$ cat config.mk
export PLATFORM = sky130hd
export DESIGN_NAME = fll_core
export DESIGN_NICKNAME = d
export VERILOG_FILES = /design/src/rtl/fll_pkg.sv /design/src/rtl/fll_ref_sync.sv /design/src/rtl/fll_period_cnt.sv /design/src/rtl/fll_integrator.sv /design/src/rtl/fll_modulator.sv /design/src/rtl/fll_core.sv
export SDC_FILE = /design/constraint.sdc
export NUM_CORES = 1
export LEC_CHECK = 0
export CAP_MARGIN = 10
export CORE_MARGIN = 8
export CORE_UTILIZATION = 55
export CTS_CLUSTER_DIAMETER = 120
export DETAILED_ROUTE_END_ITERATION = 12
export PLACE_DENSITY = 0.88
export SLEW_MARGIN = 20
export SYNTH_ARGS = -nofsm -noshare
export SYNTH_HDL_FRONTEND = slang
export SYNTH_SLANG_ARGS = --single-unit
$ cat constraint.sdc
create_clock -name osc_clk -period 2.7 [get_ports osc_clk]
set_input_delay 0.54 -clock osc_clk [delete_from_list [all_inputs] [get_ports osc_clk]]
set_output_delay 0.54 -clock osc_clk [all_outputs]
set_load 0.01 [all_outputs]
$ cat src/rtl/fll_pkg.sv
package fll_pkg;

    typedef enum logic [1:0] {
        STEP_HOLD = 2'd0,
        STEP_UP   = 2'd1,
        STEP_DOWN = 2'd2
    } step_e;

endpackage

$ cat src/rtl/fll_ref_sync.sv
module fll_ref_sync #(
    parameter int SYNC_STAGES = 2
) (
    input  logic osc_clk,
    input  logic rst_n,
    input  logic ref_i,
    output logic edge_o
);
    typedef struct packed {
        logic [SYNC_STAGES-1:0] sync;
        logic                   last;
    } sync_st_t;

    sync_st_t st_d, st_q;

    always_comb begin
        st_d      = st_q;
        st_d.sync = {st_q.sync[SYNC_STAGES-2:0], ref_i};
        st_d.last = st_q.sync[SYNC_STAGES-1];
    end

    always_ff @(posedge osc_clk or negedge rst_n) begin
        if (!rst_n) st_q <= '0;
        else        st_q <= st_d;
    end

    assign edge_o = st_q.sync[SYNC_STAGES-1] & ~st_q.last;

endmodule

$ cat src/rtl/fll_period_cnt.sv
module fll_period_cnt
    import fll_pkg::*;
#(
    parameter int MULT_W = 7,
    parameter int DIV_W  = 2,
    parameter int CNT_W  = 12
) (
    input  logic              osc_clk,
    input  logic              rst_n,
    input  logic              edge_i,
    input  logic              clr_i,
    input  logic [MULT_W-1:0] mult_i,
    input  logic              scale_i,
    input  logic [DIV_W-1:0]  div_i,
    output logic              step_vld_o,
    output step_e             step_o
);
    localparam int TGT_W  = MULT_W + (1 << DIV_W);
    localparam int MEAS_W = CNT_W + 1;
    localparam logic [CNT_W-1:0] CNT_MAX = '1;

    typedef struct packed {
        logic [CNT_W-1:0] cnt;
        logic             armed;
        logic             vld;
        step_e            step;
    } cnt_st_t;

    cnt_st_t st_d, st_q;

    logic [TGT_W-1:0]  base;
    logic [TGT_W-1:0]  target;
    logic [MEAS_W-1:0] target_ext;
    logic [MEAS_W-1:0] meas;

    always_comb begin
        base       = TGT_W'(mult_i) + TGT_W'(1);
        target     = scale_i ? (base << div_i) : base;
        target_ext = MEAS_W'(target);
        meas       = {1'b0, st_q.cnt} + MEAS_W'(1);

        st_d      = st_q;
        st_d.vld  = 1'b0;
        st_d.step = STEP_HOLD;

        if (edge_i) begin
            st_d.cnt   = '0;
            st_d.armed = 1'b1;
            if (st_q.armed) begin
                st_d.vld = 1'b1;
                if (meas < target_ext)      st_d.step = STEP_UP;
                else if (meas > target_ext) st_d.step = STEP_DOWN;
                else                        st_d.step = STEP_HOLD;
            end
        end else if (st_q.cnt != CNT_MAX) begin
            st_d.cnt = st_q.cnt + CNT_W'(1);
        end

        if (clr_i) begin
            st_d.armed = 1'b0;
            st_d.vld   = 1'b0;
            st_d.step  = STEP_HOLD;
        end
    end

    always_ff @(posedge osc_clk or negedge rst_n) begin
        if (!rst_n) st_q <= '{cnt: '0, armed: 1'b0, vld: 1'b0, step: STEP_HOLD};
        else        st_q <= st_d;
    end

    assign step_vld_o = st_q.vld;
    assign step_o     = st_q.step;

endmodule

$ cat src/rtl/fll_integrator.sv
module fll_integrator
    import fll_pkg::*;
#(
    parameter int INTEG_W = 10
) (
    input  logic               osc_clk,
    input  logic               rst_n,
    input  logic               clr_i,
    input  logic               step_vld_i,
    input  step_e              step_i,
    output logic [INTEG_W-1:0] integ_o
);
    localparam logic [INTEG_W-1:0] INTEG_MAX = '1;

    typedef struct packed {
        logic [INTEG_W-1:0] val;
    } integ_st_t;

    integ_st_t st_d, st_q;

    always_comb begin
        st_d = st_q;
        if (clr_i) begin
            st_d.val = '0;
        end else if (step_vld_i) begin
            unique case (step_i)
                STEP_UP:   if (st_q.val != INTEG_MAX) st_d.val = st_q.val + INTEG_W'(1);
                STEP_DOWN: if (st_q.val != '0)        st_d.val = st_q.val - INTEG_W'(1);
                default:   st_d.val = st_q.val;
            endcase
        end
    end

    always_ff @(posedge osc_clk or negedge rst_n) begin
        if (!rst_n) st_q <= '0;
        else        st_q <= st_d;
    end

    assign integ_o = st_q.val;

endmodule

$ cat src/rtl/fll_modulator.sv
module fll_modulator #(
    parameter int INTEG_W   = 10,
    parameter int TAP_W     = 5,
    parameter int TAP_LIMIT = 28
) (
    input  logic               osc_clk,
    input  logic               rst_n,
    input  logic [INTEG_W-1:0] integ_i,
    output logic [TAP_W-1:0]   tap_o,
    output logic               tap_up_o
);
    localparam int MOD_W = INTEG_W - TAP_W;
    localparam logic [TAP_W-1:0] TAP_TOP = TAP_W'(TAP_LIMIT);

    typedef struct packed {
        logic [MOD_W-1:0] frame;
        logic [TAP_W-1:0] tap;
        logic             up;
    } mod_st_t;

    mod_st_t st_d, st_q;

    logic [MOD_W-1:0] frame_rev;
    logic [TAP_W-1:0] tap_field;
    logic [MOD_W-1:0] mod_field;
    logic             at_top;

    for (genvar i = 0; i < MOD_W; i++) begin : g_rev
        assign frame_rev[i] = st_q.frame[MOD_W-1-i];
    end

    always_comb begin
        tap_field = integ_i[INTEG_W-1 -: TAP_W];
        mod_field = integ_i[MOD_W-1:0];
        at_top    = (tap_field >= TAP_TOP);

        st_d       = st_q;
        st_d.frame = st_q.frame + MOD_W'(1);
        st_d.tap   = at_top ? TAP_TOP : tap_field;
        st_d.up    = !at_top && (frame_rev < mod_field);
    end

    always_ff @(posedge osc_clk or negedge rst_n) begin
        if (!rst_n) st_q <= '0;
        else        st_q <= st_d;
    end

    assign tap_o    = st_q.tap;
    assign tap_up_o = st_q.up;

endmodule

$ cat src/rtl/fll_core.sv
module fll_core
    import fll_pkg::*;
#(
    parameter int INTEG_W     = 10,
    parameter int TAP_W       = 5,
    parameter int TAP_LIMIT   = 28,
    parameter int MULT_W      = 7,
    parameter int DIV_W       = 2,
    parameter int CNT_W       = 12,
    parameter int SYNC_STAGES = 2
) (
    input  logic               osc_clk,
    input  logic               rst_n,
    input  logic               ref_clk,
    input  logic [MULT_W-1:0]  mult_n,
    input  logic               mode_scale,
    input  logic [DIV_W-1:0]   div_sel,
    input  logic               integ_clr,
    output logic [TAP_W-1:0]   tap_code,
    output logic               tap_up,
    output logic [INTEG_W-1:0] integ_q
);
    logic  ref_edge;
    logic  step_vld;
    step_e step_dir;

    fll_ref_sync #(.SYNC_STAGES(SYNC_STAGES)) u_sync (
        .osc_clk (osc_clk),
        .rst_n   (rst_n),
        .ref_i   (ref_clk),
        .edge_o  (ref_edge)
    );

    fll_period_cnt #(.MULT_W(MULT_W), .DIV_W(DIV_W), .CNT_W(CNT_W)) u_cnt (
        .osc_clk    (osc_clk),
        .rst_n      (rst_n),
        .edge_i     (ref_edge),
        .clr_i      (integ_clr),
        .mult_i     (mult_n),
        .scale_i    (mode_scale),
        .div_i      (div_sel),
        .step_vld_o (step_vld),
        .step_o     (step_dir)
    );

    fll_integrator #(.INTEG_W(INTEG_W)) u_integ (
        .osc_clk    (osc_clk),
        .rst_n      (rst_n),
        .clr_i      (integ_clr),
        .step_vld_i (step_vld),
        .step_i     (step_dir),
        .integ_o    (integ_q)
    );

    fll_modulator #(.INTEG_W(INTEG_W), .TAP_W(TAP_W), .TAP_LIMIT(TAP_LIMIT)) u_mod (
        .osc_clk  (osc_clk),
        .rst_n    (rst_n),
        .integ_i  (integ_q),
        .tap_o    (tap_code),
        .tap_up_o (tap_up)
    );

endmodule

==> flow_summary.yaml, run 1 <==
critical_path:
  cpPeakStageDelay_ns: 0.28
  cp_max_fo: 3
  worstSetupEndpointType: "register"
  crit_chain: "dlygate4sd2_1 > ha_4 > nand3_1 > xor2_1 > mux2i_1 > o22ai_1 > a21o_1 > ha_4 > nand4_1 > nor3_2 > o31ai_2 > a21o_1 > a21boi_1"
  critPathBufInv: 1
  path_delay_family: "compound AO/OA/AOI/OAI gates"
  cp.arrival_ns: 2.87
  start_kind: "input pin"
  crit_required_ns: 2.93
  cpMaxStageDelayCell: "dlygate4sd2_1"
  critPathKind: "in2reg"
drt:
  wl_met3_um: 317
  drtPass1Iterations: 4
  wl_met1_um: 3105
  drt_wl_total_um: 6963
  met2RoutedLength_um: 3410
  vias: 2537
  ant_nets: 0
  routed_via_density: 5.779
  highest_layer: "met4"
  first_iter_violations: 127
  wire_per_inst_um: 15.86
  drc: 0
layout:
  drive_gt1_share_pct: 16.80
  area.growth.synth_to_final_pct: 25.81
  layout.nets: 409
  final_util_pct: 71.62
  antenna_cells: 0
  mostFrequentLayoutCell: "dfrtp_1"
  final_cell_mix: "dfrtp_1, nor2_1, a21oi_1"
die:
  die_x_um: 88.48
  start_util_pct: 56.93
  rows: 26
  die_h_um: 88.48
  io_pins: 30
  die-area_mm2: 0.007828
  core_area_mm2: 0.005075
global_route:
  grt_pass1_wl_um: 11270
  antenna_found_initial: 0
  first_global_vias: 2416
  overflow: 0
  grt_use_total_pct: 18.14
  grt_max_degree: 41
yosys:
  ys_seq_area_share_pct: 34.65
  synth_seq_cells: 40
  synth_compound_area_share_pct: 17.11
  synthArstFlopShare_pct: 100.0
  muxShareOfSynthArea_pct: 4.591
  yosysUniqueCellTypes: 56
  synth_top_family_by_area: "simple AND/OR/NAND/NOR gates"
  yosys_warnings: 0
  syn_inst: 319
  synth-edff-count: 0
  synthesis.area_mm2: 0.002889
  synth_fa_ha_area_share_pct: 11.95
  yosys.area_share.simple_pct: 20.53
  synthXorXnorAreaFrac_pct: 6.973
  syn_nets: 360
  syn_avg_cell_area_um2: 9.056
  synthFlopType: "dfrtp_1"
power_and_ir_drop:
  irDropWorstVdd_mv: 0.3943
  power_leakage_nw: 1.695
  powerDensity_mw_per_mm2: 399.4
placed_design:
  pre_cts_ws_ns: -0.3569
  numPortBuffers: 29
  hpwl_um: 4923
  place_congestion: 0.8823
clocking:
  cts.sinks: 40
  clk_pin_slew_ns: 0.08
  cts_made_buffers: 5
  cts-root-buf: "clkbuf_8"
  clock_latency_ns: 0.30
  cts_tree: "built"
  post_cts_buffers: 0
  clockBufferDepth: 2
  htreeDepth: 2
sta:
  period_share_pct: 97.89
  setup_viol: 0
  maxSlewHeadroom_pct: 39.54
  worst_pin_slew_ns: 0.9050
  fmax_mhz: 378.4
  min_period_ns: 2.643
  maxSlewViolCount: 0
  finalHoldViolCount: 0
  setup_ws_ns: 0.05709
  finClkSkew_ns: 0.01227
min_path:
  hold_path_class: "in2async"
outcome:
  status: "finished, final reports clean"
job:
  cap_violations: 0
-- routing by layer --
layer  up-vias  track usage, %
li1       1236               -
met1      1207           22.87
met2        85           29.94
met3         9           2.971
met4         0           7.527
met5         -               0
-- sequential cells by signal, indices dropped and copies added (netlist names) --
signal and count:
u_cnt.st_q 13, u_integ.integ_o 10, u_mod.frame_rev 5, u_mod.tap_o 5, u_cnt.step_o 2, u_sync.st_d 2
u_cnt.step_vld_o 1, u_mod.tap_up_o 1, u_sync.st_q 1
-- final timing paths --
kind                                   end  cells after the start  slack (ns)           start
min reg2reg                 u_sync.st_d[0]                      0        0.36  u_sync.st_d[2]
min                          u_cnt.st_q[5]                      1        0.35           rst_n
max in group asynchronous   u_cnt.st_q[15]                      1        1.81           rst_n
max                        u_cnt.step_o[1]                     13        0.06       mult_n[0]
max reg2reg                u_cnt.step_o[1]                     11        0.07   u_cnt.st_q[4]
min in group osc_clk        u_sync.st_d[0]                      0        0.36  u_sync.st_d[2]
-- cell families after synthesis --
logic type / Yosys count
buffers and inverters: 30
muxes: 13
DFF: 40
AOI/OAI and AO/OA: 74
and+or+nand+nor: 112
adders and majority gates: 27
xor gates and xnor gates: 23
-- stage by stage --
step	cells	setup TNS (ns)	power (mW)	hold slack, ns	instance area (um2)
after global placement	431	-0.6454	0.9375	0.3341	3392
after floorplan	319	0	0.8303	0.2444	2889
final	439	0	1.452	0.3495	3635
after global routing	439	-0.07206	1.519	0.3688	3635
after CTS	439	0	1.445	0.3641	3557
after detailed placement	431	-0.6680	0.9488	0.3472	3392
-- repair_timing --
action	in CTS	in global routing
hold buffers	0	0
pin swaps	2	11
endpoints found under the hold margin	0	0
setup endpoints to repair	1	2
gates resized for setup	11	17
-- final cells by class --
type | instances | area (um2)
clock buffer | 5 | 68.82
tap | 70 | 87.58
sequential | 40 | 1001
clock inverter | 3 | 42.54
inverter | 19 | 71.32
fill | 370 | 1440
timing repair buffer | 53 | 484.2
multi-input combinational | 249 | 1879
-- where the power goes --
group	switching, mW	leakage, nW	internal [mW]
Clock	0.210	0.0541	0.273
Sequential	0.0259	0.537	0.623
Combinational	0.171	1.10	0.148
Total	0.407	1.69	1.04
-- cells in the mapped netlist, types with 5 or more instances --
library cell / number / area (um2)
ha_1: 26 / 325.3
a21oi_1: 29 / 145.1
nand2_1: 21 / 78.83
nand2b_1: 8 / 50.05
o21ai_1: 6 / 30.03
mux2i_1: 11 / 110.1
xor2_1: 9 / 78.83
nand3_1: 16 / 80.08
xnor2_1: 14 / 122.6
dfrtp_1: 40 / 1001
clkbuf_1: 8 / 30.03
nor2_1: 30 / 112.6
inv_1: 17 / 63.81
a21o_1: 8 / 60.06
nor3_1: 5 / 25.02
Power figures use the tool's default switching activity.
==> run 2, diff against run 1 <==
--- a/config.mk
+++ b/config.mk
@@ -7,10 +7,10 @@
 export LEC_CHECK = 0
 export CAP_MARGIN = 10
 export CORE_MARGIN = 8
-export CORE_UTILIZATION = 55
+export CORE_UTILIZATION = 35
 export CTS_CLUSTER_DIAMETER = 120
 export DETAILED_ROUTE_END_ITERATION = 12
-export PLACE_DENSITY = 0.88
+export PLACE_DENSITY = 0.64
 export SLEW_MARGIN = 20
 export SYNTH_ARGS = -nofsm -noshare
 export SYNTH_HDL_FRONTEND = slang
==> run 2 against run 1 <==
Maximum frequency increased by 4.4%; clock-buffer cell count grew 1; global-route usage decreased by 6.0 points; final cell count is 8.2% higher; design area shrank 1.6%; register-to-register slack better by 0.17 ns; sequential share of layout area grew 0.44 points; worst setup slack gained 0.11 ns; routed wire length is 5.4% lower; sequential cell count stayed put; total power is 9.9% lower; worst hold slack better by 0.0049 ns; largest cell class unchanged; highest routed layer unchanged.
==> flow_summary.yaml, run 2 (synthesized netlist as in run 1, its figures left out) <==
layout:
  antenna_cells: 0
  top_register: "u_cnt.st_q"
  area.growth.synth_to_final_pct: 23.82
  final_util_pct: 44.20
  largest_reg_flops: 13
  layout.nets: 411
  drive_gt1_share_pct: 14.05
  final_cell_mix: "dfrtp_1, nor2_1, a21oi_1"
  finalNonFillerCells: 475
  mostFrequentLayoutCell: "dfrtp_1"
global_route:
  grt_max_degree: 41
  first_global_vias: 2492
  grt_pass1_wl_um: 11600
  antenna_found_initial: 0
  grt_use_total_pct: 12.12
  overflow: 0
placed_design:
  placed_cells: 466
  place_congestion: 0.8911
  pre_cts_ws_ns: -0.3978
  hpwl_um: 5061
  numPortBuffers: 29
sta:
  finalHoldViolCount: 0
  min_period_ns: 2.531
  setup_viol: 0
  worst_pin_slew_ns: 0.8986
  finClkSkew_ns: 0.005179
  maxSlewViolCount: 0
  rsz0062_at_grt: "false"
  maxSlewHeadroom_pct: 40.09
  setup_ws_ns: 0.1694
  period_share_pct: 93.73
  fmax_mhz: 395.2
critical_path:
  critPathKind: "in2reg"
  r2r_end: "u_cnt.step_o[1]"
  cpPeakStageDelay_ns: 0.29
  rr_startpoint: "u_cnt.st_q[4]"
  crit_top_cell: "mux2i_1"
  rr_worst_depth: 11
  path_delay_family: "multiplexers"
  worstSetupEndpointType: "register"
  cp_max_fo: 4
  crit_end: "u_cnt.step_o[1]"
  crit_required_ns: 2.91
  r2r_slack_ns: 0.24
  cpMaxStageDelayCell: "ha_1"
  critPathBufInv: 1
  cp_num_cells: 13
  start_kind: "input pin"
  cp-startpoint: "mult_n[1]"
  cp.arrival_ns: 2.74
  crit_chain: "dlygate4sd2_1 > ha_2 > nand3_1 > xor2_1 > mux2i_1 > mux2i_1 > mux2_2 > ha_1 > nor2_1 > nor3_2 > o31ai_2 > a21o_1 > a21boi_1"
drt:
  vias: 2447
  first_iter_violations: 94
  drt_wl_total_um: 6584
  drc: 0
  ant_nets: 0
  drtPass1Iterations: 4
  wire_per_inst_um: 13.86
  routed_via_density: 5.152
power_and_ir_drop:
  powerDensity_mw_per_mm2: 365.8
  power_leakage_nw: 1.640
  irDropWorstVdd_mv: 0.2440
die:
  start_util_pct: 35.70
  die_x_um: 106.9
  rows: 33
  die_h_um: 106.9
  io_pins: 30
  core_area_mm2: 0.008093
  die-area_mm2: 0.01142
min_path:
  hold_path_class: "reg2reg"
clocking:
  clock_latency_ns: 0.28
  postCtsHoldBufs: 0
  clockBufferDepth: 2
  cts_tree: "built"
  cts_made_buffers: 5
  htreeDepth: 2
  clk_pin_slew_ns: 0.07
  cts-root-buf: "clkbuf_8"
  cts.sinks: 40
outcome:
  status: "finished, final reports clean"
job:
  cap_violations: 0
## run 2: final cells by class
cell class                      count  area [um2]
Tap cell                          105       131.4
Clock inverter                      1       5.005
Fill cell                         837        4516
Timing Repair Buffer               55       485.5
Multi-Input combinational cell    249        1810
Clock buffer                        6       72.57
Inverter                           19       71.32
Sequential cell                    40        1001
## run 2: metrics by stage
step | hold WS [ns] | power, mW | area (um2) | setup TNS (ns)
floorplan | 0.2444 | 0.8303 | 2889 | 0
detailed placement | 0.3364 | 0.9490 | 3448 | -0.7488
CTS | 0.3532 | 1.332 | 3568 | 0
finish | 0.3544 | 1.308 | 3577 | 0
global route | 0.3632 | 1.401 | 3577 | 0
global placement | 0.3320 | 0.9415 | 3448 | -0.5903
## run 2: worst reg2reg max path, delay by kind of cell, from the launching register on
kind                       cells  cell delay [ns]
and+or+nand+nor                5             0.90
adders and majority gates      2             0.58
DFF                            1             0.44
AOI/OAI and AO/OA              3             0.39
xor gates and xnor gates       1             0.09
## run 2: worst min path at each step
stage / startpoint / end / slack (ns) / depth (start not counted)
detailed placement: u_sync.st_d[2] / u_sync.st_d[0] / 0.34 / 0
global route: u_sync.st_d[2] / u_sync.st_d[0] / 0.36 / 0
CTS: u_sync.st_d[2] / u_sync.st_d[0] / 0.35 / 0
floorplan: rst_n / u_cnt.st_q[10] / 0.24 / 0
global placement: u_sync.st_d[2] / u_sync.st_d[0] / 0.33 / 0
finish: u_sync.st_d[2] / u_sync.st_d[0] / 0.35 / 0
## run 2: power by group
part           switching, mW  leakage [nW]  internal (mW)  total, mW
combinational          0.154          1.06          0.143      0.297
clock                  0.188        0.0410          0.176      0.363
sequential            0.0251         0.537          0.624      0.649
## run 2: timing repair
item                       CTS  global route
buffers inserted             2             0
resized for setup           13             2
pin swaps                    9             0
setup endpoints to repair    2             1
## run 2: metal layers
metal	share of wire, %	GRT usage (%)
met1	49	15.46
met2	46	19.98
met3	3.3	2.340
met4	1.7	4.221
met5	0	0
==> run 3, diff against run 2 <==
--- a/config.mk
+++ b/config.mk
@@ -10,7 +10,7 @@
 export CORE_UTILIZATION = 35
 export CTS_CLUSTER_DIAMETER = 120
 export DETAILED_ROUTE_END_ITERATION = 12
-export PLACE_DENSITY = 0.64
+export PLACE_DENSITY = 0.66
 export SLEW_MARGIN = 20
 export SYNTH_ARGS = -nofsm -noshare
 export SYNTH_HDL_FRONTEND = slang
==> constraint.sdc (replaced) <==
create_clock -name osc_clk -period 2.2 [get_ports osc_clk]
set_input_delay 0.44 -clock osc_clk [delete_from_list [all_inputs] [get_ports osc_clk]]
set_output_delay 0.44 -clock osc_clk [all_outputs]
set_load 0.01 [all_outputs]
==> run 3 against run 2 <==
Final cell count up 11%; clock skew decreased by 0.00053 ns; register-to-register slack lost 0.33 ns; clock power is 44% higher; highest routed layer unchanged; critical path type unchanged; non-clock buffer count is 48 higher; critical path depth is the same; die area unchanged; the flow now finishes with violations (setup timing); via count increased by 12%.
==> flow_summary.yaml, run 3 (synthesized netlist as in run 1, its figures left out) <==
critical_path:
  crit_required_ns: 2.43
  start_kind: "input pin"
  worstSetupEndpointType: "register"
  critPathKind: "in2reg"
  r2r_slack_ns: -0.09
  cp.arrival_ns: 2.55
  cp_max_fo: 3
sta:
  finClkSkew_ns: 0.004646
  maxSlewViolCount: 0
  period_share_pct: 105.7
  fmax_mhz: 430.2
  worst_pin_slew_ns: 0.9721
  setup_ws_ns: -0.1245
  setup_viol: 2
  min_period_ns: 2.324
  rsz0062_at_grt: "true"
  finalHoldViolCount: 0
  final.setup.tns_ns: -0.2262
  maxSlewHeadroom_pct: 35.06
power_and_ir_drop:
  irDropWorstVdd_mv: 0.2809
  power_leakage_nw: 1.934
  powerDensity_mw_per_mm2: 417.1
global_route:
  first_global_vias: 2841
  overflow: 0
  antenna_found_initial: 0
  grt_pass1_wl_um: 12810
  grt_use_total_pct: 13.61
  grt_max_degree: 26
clocking:
  htreeDepth: 2
  postCtsHoldBufs: 0
  clock_latency_ns: 0.30
  clk_pin_slew_ns: 0.08
  cts_made_buffers: 5
  cts_tree: "built"
  cts.sinks: 40
  clockBufferDepth: 2
  cts-root-buf: "clkbuf_8"
die:
  core_area_mm2: 0.008093
  die_x_um: 106.9
  die-area_mm2: 0.01142
  start_util_pct: 35.70
  io_pins: 30
  die_h_um: 106.9
  rows: 33
drt:
  vias: 2740
  drc: 0
  drt_wl_total_um: 7898
  ant_nets: 0
  first_iter_violations: 113
  routed_via_density: 5.219
  wire_per_inst_um: 15.04
  drtPass1Iterations: 6
min_path:
  hold_path_class: "in2async"
placed_design:
  numPortBuffers: 29
  place_congestion: 0.8140
  placed_cells: 503
  place_area_mm2: 0.003762
  hpwl_um: 5513
layout:
  fin_area_mm2: 0.004288
  finalNonFillerCells: 525
  largest_reg_flops: 13
  final_util_pct: 52.98
  top_register: "u_cnt.st_q"
  antenna_cells: 0
  area.growth.synth_to_final_pct: 48.42
  final_cell_mix: "buf_4, dfrtp_1, nor2_1"
  drive_gt1_share_pct: 36.43
  layout.nets: 460
  mostFrequentLayoutCell: "buf_4"
outcome:
  status: "finished with violations"
  violations: "setup timing"
job:
  cap_violations: 0
==> run 3: cell count changes in the layout (fill, tap and decap cells not counted), moves of 6 or more <==
cell   before  now
buf_4      25   65
ha_1       24   16
buf_6       0    6
ha_4        1    9
==> run 3: final cells by class <==
cell class,instances,area (um2)
timing repair buffer,103,874.6
clock buffer,6,82.58
clock inverter,2,15.01
inverter,19,73.82
timing repair inverter,1,7.507
tap,105,131.4
sequential,40,1001
fill,736,3805
multi-input combinational,249,2102
==> run 3: where the power goes <==
group / switching [mW] / internal [mW]
Clock: 0.270 / 0.254
Combinational: 0.241 / 0.236
Sequential: 0.0228 / 0.765
==> run 3: path summary, 6_finish.rpt <==
path                           startpoint                  to  cells after the start
max                             mult_n[0]     u_cnt.step_o[1]                     13
min                                 rst_n  u_mod.frame_rev[0]                      1
max reg2reg                 u_cnt.st_q[4]     u_cnt.step_o[1]                     13
min reg2reg                u_sync.st_d[2]      u_sync.st_d[0]                      0
max in group asynchronous           rst_n  u_integ.integ_o[7]                      2
min in group osc_clk       u_sync.st_d[2]      u_sync.st_d[0]                      0
==> run 3: metrics by stage <==
stage | power, mW | hold WS (ns) | worst slack (ns)
2_1_floorplan | 1.029 | 0.1444 | -0.03378
3_5_place_dp | 1.223 | 0.3347 | -0.7755
4_1_cts | 1.780 | 0.1462 | -0.09658
6_report | 1.789 | 0.1277 | -0.1245
3_3_place_gp | 1.210 | 0.3329 | -0.6971
5_1_grt | 1.898 | 0.1497 | -0.2057
==> run 3: worst max-delay path: stages <==
cell and delay, ns:
clkdlybuf4s15_2 0.21, ha_4 0.17, nand3_2 0.10, xor2_2 0.17
mux2i_1 0.19, mux2i_1 0.12, mux2_4 0.29, ha_4 0.27
nor2_1 0.05, nor3_2 0.17, o31ai_2 0.10, a21o_1 0.16
a21boi_1 0.11
==> run 3: repair_timing <==
action	CTS	global route
gates cloned	2	0
setup endpoints to repair	11	9
pin swaps	25	20
setup buffers	7	5
resized for setup	60	21
==> run 3: per-layer routing <==
metal | wire length (um) | part of all wire, % | vias to the layer above | track usage (%)
li1 | - | - | 1334 | -
met1 | 3344 | 42 | 1349 | 15.98
met2 | 4101 | 52 | 46 | 23.71
met3 | 306 | 3.9 | 11 | 2.519
met4 | 145 | 1.8 | 0 | 5.829
met5 | 0 | 0 | - | 0
